**src/rtl/prbs_ring_pkg.sv**
```systemverilog
package prbs_ring_pkg;
  localparam int CNT_W = 4;

  typedef struct packed {
    logic             load;
    logic             fire;
    logic [CNT_W-1:0] seg1Cnt;
    logic [CNT_W-1:0] seg2Cnt;
  } ringCtrl_t;
endpackage

```
**src/rtl/ring_seg.sv**
```systemverilog
module ring_seg #(
  parameter int DEPTH = 8,
  parameter int CNT_W = 4
) (
  input  logic             clk,
  input  logic             rst,
  input  logic             load,
  input  logic [CNT_W-1:0] preCnt,
  input  logic             inValid,
  input  logic             inBit,
  input  logic             tailTake,
  output logic             headFree,
  output logic             tailValid,
  output logic             tailBit
);
  logic [DEPTH-1:0] valid, bits, moveVec, nextValid, nextBits;
  logic holeAbove;

  // A bit moves when it is valid and some stage ahead of it frees up this cycle
  always_comb begin
    holeAbove = tailTake;
    for (int i = DEPTH - 1; i >= 0; i--) begin
      moveVec[i] = valid[i] && holeAbove;
      holeAbove  = holeAbove || !valid[i];
    end
  end

  always_comb begin
    nextValid[0] = (valid[0] && !moveVec[0]) || inValid;
    nextBits[0]  = inValid ? inBit : bits[0];
    for (int i = 1; i < DEPTH; i++) begin
      nextValid[i] = (valid[i] && !moveVec[i]) || moveVec[i-1];
      nextBits[i]  = moveVec[i-1] ? bits[i-1] : bits[i];
    end
  end

  always_ff @(posedge clk) begin
    if (rst) begin
      valid <= '0;
      bits  <= '0;
    end else if (load) begin
      bits <= '1;
      for (int i = 0; i < DEPTH; i++)
        valid[i] <= (i >= DEPTH - int'(preCnt));
    end else begin
      valid <= nextValid;
      bits  <= nextBits;
    end
  end

  assign headFree  = !valid[0];
  assign tailValid = valid[DEPTH-1];
  assign tailBit   = bits[DEPTH-1];


  no_overwrite_chk: assert property (@(posedge clk) disable iff (rst)
    (inValid && !load) |-> !valid[0]);


  token_keep_chk: assert property (@(posedge clk) disable iff (rst)
    !load |=> $countones(valid) == $past($countones(valid)));


  preload_chk: assert property (@(posedge clk) disable iff (rst)
    load |=> ($countones(valid) == $past(int'(preCnt))) && valid[DEPTH-1]);
endmodule

```
**src/rtl/prbs_ring_ctrl.sv**
```systemverilog
module prbs_ring_ctrl
  import prbs_ring_pkg::*;
#(
  parameter int SEL_W = 3
) (
  input  logic             loadCfg,
  input  logic [SEL_W-1:0] cfgSel,
  input  logic             outReady,
  input  logic             tail1Valid,
  input  logic             tail2Valid,
  input  logic             head1Free,
  input  logic             head2Free,
  output ringCtrl_t        ctrl,
  output logic             outValid
);
  logic [CNT_W-1:0] cnt1, cnt2;

  // Occupancy table: segment-1 count sets the inner tap, the total sets the order
  always_comb begin
    case (cfgSel)
      SEL_W'(1): begin cnt1 = CNT_W'(3); cnt2 = CNT_W'(1); end
      SEL_W'(2): begin cnt1 = CNT_W'(3); cnt2 = CNT_W'(2); end
      SEL_W'(3): begin cnt1 = CNT_W'(5); cnt2 = CNT_W'(1); end
      SEL_W'(4): begin cnt1 = CNT_W'(4); cnt2 = CNT_W'(3); end
      SEL_W'(5): begin cnt1 = CNT_W'(6); cnt2 = CNT_W'(1); end
      default:   begin cnt1 = CNT_W'(2); cnt2 = CNT_W'(1); end
    endcase
  end

  // Join: both taps present and both heads able to take the forked bits
  assign outValid     = tail1Valid && tail2Valid && head1Free && head2Free;
  assign ctrl.load    = loadCfg;
  assign ctrl.fire    = outValid && outReady && !loadCfg;
  assign ctrl.seg1Cnt = cnt1;
  assign ctrl.seg2Cnt = cnt2;
endmodule

```
**src/rtl/prbs_ring_dp.sv**
```systemverilog
module prbs_ring_dp
  import prbs_ring_pkg::*;
#(
  parameter int SEG1_DEPTH = 8,
  parameter int SEG2_DEPTH = 4
) (
  input  logic      clk,
  input  logic      rst,
  input  ringCtrl_t ctrl,
  output logic      tail1Valid,
  output logic      tail2Valid,
  output logic      head1Free,
  output logic      head2Free,
  output logic      outBit
);
  logic tail1Bit, tail2Bit, newBit;

  assign newBit = tail1Bit ^ tail2Bit;
  assign outBit = newBit;

  ring_seg #(.DEPTH(SEG1_DEPTH), .CNT_W(CNT_W)) seg1 (
    .clk(clk), .rst(rst), .load(ctrl.load), .preCnt(ctrl.seg1Cnt),
    .inValid(ctrl.fire), .inBit(newBit), .tailTake(ctrl.fire),
    .headFree(head1Free), .tailValid(tail1Valid), .tailBit(tail1Bit)
  );

  ring_seg #(.DEPTH(SEG2_DEPTH), .CNT_W(CNT_W)) seg2 (
    .clk(clk), .rst(rst), .load(ctrl.load), .preCnt(ctrl.seg2Cnt),
    .inValid(ctrl.fire), .inBit(tail1Bit), .tailTake(ctrl.fire),
    .headFree(head2Free), .tailValid(tail2Valid), .tailBit(tail2Bit)
  );
endmodule

```
**src/rtl/prbs_ring_gen.sv**
```systemverilog
module prbs_ring_gen
  import prbs_ring_pkg::*;
#(
  parameter int SEG1_DEPTH = 8,
  parameter int SEG2_DEPTH = 4,
  parameter int SEL_W      = 3
) (
  input  logic             clk,
  input  logic             rst,
  input  logic [SEL_W-1:0] cfgSel,
  input  logic             loadCfg,
  input  logic             outReady,
  output logic             outValid,
  output logic             outBit
);
  ringCtrl_t ctrl;
  logic t1V, t2V, h1F, h2F;

  prbs_ring_ctrl #(.SEL_W(SEL_W)) ctrlUnit (
    .loadCfg(loadCfg), .cfgSel(cfgSel), .outReady(outReady),
    .tail1Valid(t1V), .tail2Valid(t2V), .head1Free(h1F), .head2Free(h2F),
    .ctrl(ctrl), .outValid(outValid)
  );

  prbs_ring_dp #(.SEG1_DEPTH(SEG1_DEPTH), .SEG2_DEPTH(SEG2_DEPTH)) dpUnit (
    .clk(clk), .rst(rst), .ctrl(ctrl),
    .tail1Valid(t1V), .tail2Valid(t2V), .head1Free(h1F), .head2Free(h2F),
    .outBit(outBit)
  );


  stall_hold_chk: assert property (@(posedge clk) disable iff (rst)
    (outValid && !outReady && !loadCfg) |=> (outValid && $stable(outBit)));
endmodule

```
**config.mk**
```make
export PLATFORM = sky130hd
export DESIGN_NAME = prbs_ring_gen
export DESIGN_NICKNAME = d
export VERILOG_FILES = /design/src/rtl/prbs_ring_pkg.sv /design/src/rtl/ring_seg.sv /design/src/rtl/prbs_ring_ctrl.sv /design/src/rtl/prbs_ring_dp.sv /design/src/rtl/prbs_ring_gen.sv
export SDC_FILE = /design/constraint.sdc
export NUM_CORES = 1
export LEC_CHECK = 0
export CORE_UTILIZATION = 50
export CTS_CLUSTER_SIZE = 28
export DETAILED_ROUTE_END_ITERATION = 10
export HOLD_SLACK_MARGIN = 0.06
export MAX_ROUTING_LAYER = met4
export PLACE_DENSITY = 0.7
export SETUP_SLACK_MARGIN = 0.1
export SYNTH_ARGS = -nofsm -noshare
export SYNTH_HDL_FRONTEND = slang
export SYNTH_HIERARCHICAL = 1
export SYNTH_SLANG_ARGS = --single-unit
```
**constraint.sdc**
```tcl
create_clock -name clk -period 4 [get_ports clk]
set_input_delay 1 -clock clk [delete_from_list [all_inputs] [get_ports clk]]
set_output_delay 1 -clock clk [all_outputs]
set_load 0.05 [all_outputs]
```
==> results.ini <==
[run_status]
status=finished, final reports clean

[finish]
num_antenna_cells=0
fin_cells=238
drive_above_1_share_pct=5.67
syn_to_final_growth_pct=6.84
fillers=284
nets=208
utilization_pct=56.2

[global_routing]
gr-total-overflow=0
grt_util_all_layers_pct=20.9
grt_max_degree=24
grt_pass1_wl_um=5480
first_global_vias=1299
antenna_found_initial=0

[pwr]
powerDensity_mw_per_mm2=313
finalPower_mw=0.533
irDropWorstVdd_v=0.0000887
p_leak_nw=0.710

[setup_path]
ff2ff_path_depth=8
r2r_start=dpUnit/seg2/valid[0]
r2r_setup_slack_ps=1710
cp_max_fo=10
startpoint=cfgSel[1]
crit_type=input port to flip-flop
required_ps=4220
r2r_end=dpUnit/seg1/valid[0]
cp-start-kind=input port
cp_data_arrival_time_ps=3610
critPathCaptureType=flip-flop

[synthesis]
ys_top_cells_by_count=24 x dfxtp_1, 16 x nor2_1, 15 x inv_1
synthAdderAreaFrac_pct=4.72
async_flop_share_pct=0
ys_warn_count=6
yosys.cell_types.count=49
yosysMostFrequentCell=dfxtp_1
synthCells=192
synth_top_area_cell=dfxtp_1
synth_area_leaders=dfxtp_1 30%, mux2i_1 5.7%, ha_1 4.7%
yosys.area.top_type_share_pct=30.2
ys_seq_area_share_pct=30.2
synth-edff-count=0
synth_top_family_by_area=compound AO/OA/AOI/OAI gates
synth-xor-area-share_pct=2.20
netlist_area_mm2=0.00159
synth_simple_gate_area_share_pct=22.5
ys.flop_type=dfxtp_1
syn_avg_cell_area_um2=8.29
synth_compound_area_share_pct=25.2
synth_mux_area_share_pct=5.66
synth-seq-cells=24

[drt]
wl_per_cell_um=13.3
ant_nets=0
drt-pass1-iter-count=4
drc=0
viasPerCell=5.75
drt_iter0_drc=49
route.vias.total=1368
wl_um=3160

[sta]
min_period_ps=3390
finalCritPeriodShare_pct=84.8
worst_slew_pin_slew_ps=800
rsz0062_at_grt=false
setup_viol=0
hold_violations=0
slew-limit-headroom_pct=46.5
skew_ps=9.82
clock.fmax_mhz=295
slew_viol_final=0
setup_tns_ps=0

[place]
portBuffers=8
dp.cells=234
dp_hpwl_um=2360
place.gp.congestion=0.851

[floorplan]
die_height_um=58.4
die_x_um=58.4
pin_count=9
start_util_pct=52.6
num_rows=20
core_mm2=0.00303
dieArea_mm2=0.00341

[hold_path]
min_from=dpUnit/seg1/bits[2]
hold_end=dpUnit/seg1/bits[2]
min_path_cells=2
hold_path.class=flip-flop to flip-flop

[cts]
cts_tree=yes
htree_levels=1
numCtsBuffers=3
cts-root-buf=clkbuf_4
clk_latency_ps=310
postCtsHoldBufs=0
postCtsSetupRepairBufs=0
post_cts_resized=0
path_clk_slew_ps=130
numClockSinks=24
ctsLongestPathBuffers=2

[flow_run]
maxCapViolCount=0

## critical path: stages
cell	delay, ps
clkdlybuf4s50_1	520
nand2b_1	160
o21a_1	300
inv_1	150
ha_1	260
nor3b_1	410
a32oi_2	100
inv_1	80
ha_1	230
xor2_1	160
a311oi_1	250
## cell type report
cell class	count	area (µm²)	share of cell area (%)
timing repair buffer	11	103	6.03
multi-input combinational	140	970	57.0
tap	44	55.1	3.24
inverter	15	56.3	3.31
sequential	24	480	28.3
clock buffer	4	36.3	2.13
## routing by layer
| layer | global-route usage (%) | wire [µm] | vias up |
|---|---|---|---|
| met3 | 1.54 | 63 | 2 |
| li1 | - | - | 704 |
| met2 | 35.5 | 1550 | 27 |
| met1 | 25.9 | 1540 | 635 |
| met5 | - | 0 | - |
| met4 | 8.16 | 14 | 0 |
## state kept, by name (all words and copies together), names as in the netlist
name and count:
dpUnit/seg1/valid 8, dpUnit/seg2/valid 4, dpUnit/seg1/bits 8, dpUnit/seg2/bits 4
## through the flow
step	hold slack, ps	worst slack [ps]	area, µm²
after detailed placement	474	311	1660
after floorplan	450	1100	1600
after global placement	468	463	1660
final	504	607	1700
after global routing	544	361	1700
after CTS	496	641	1700
## worst max-delay path by stage
stage / slack (ps) / depth (start not counted) / to
after floorplan: 1100 / 11 / dpUnit/seg1/valid[0]
after global placement: 460 / 11 / dpUnit/seg1/valid[0]
after detailed placement: 310 / 11 / dpUnit/seg1/valid[0]
after CTS: 640 / 11 / dpUnit/seg1/valid[0]
after global routing: 360 / 11 / dpUnit/seg1/valid[0]
final: 610 / 11 / dpUnit/seg1/valid[0]
## power breakdown
part           leakage, nW  internal [mW]  switching, mW
clock network       0.0210         0.0556         0.0712
logic                0.488         0.0565         0.0744
registers            0.201          0.259         0.0157
total                0.710          0.371          0.161
## logic make-up (layout without fill, tap and decap cells)
logic type,count (synthesis),in the layout
AOI/OAI and AO/OA,57,57
xor gates and xnor gates,4,4
adders and majority gates,6,6
buffers and inverters,30,30
DFF,24,24
muxes,9,9
other,1,3
and+or+nand+nor,61,61
## placed cells by master (no fill, tap or decap), types with 3 or more instances in the layout
cell type / n
dfxtp_1: 24
nor2_1: 16
inv_1: 15
a21oi_1: 14
o21ai_0: 10
mux2i_1: 9
nand2_1: 8
clkdlybuf4s50_1: 8
ha_1: 6
nand2b_1: 5
nor2b_1: 5
a211oi_1: 5
a311oi_1: 5
nand3b_1: 4
xor2_1: 4
a31oi_1: 4
nor3_1: 4
clkbuf_4: 3
and3b_1: 3
conb_1: 3
buf_4: 3
Note: power is estimated with default switching activity, not from simulation.
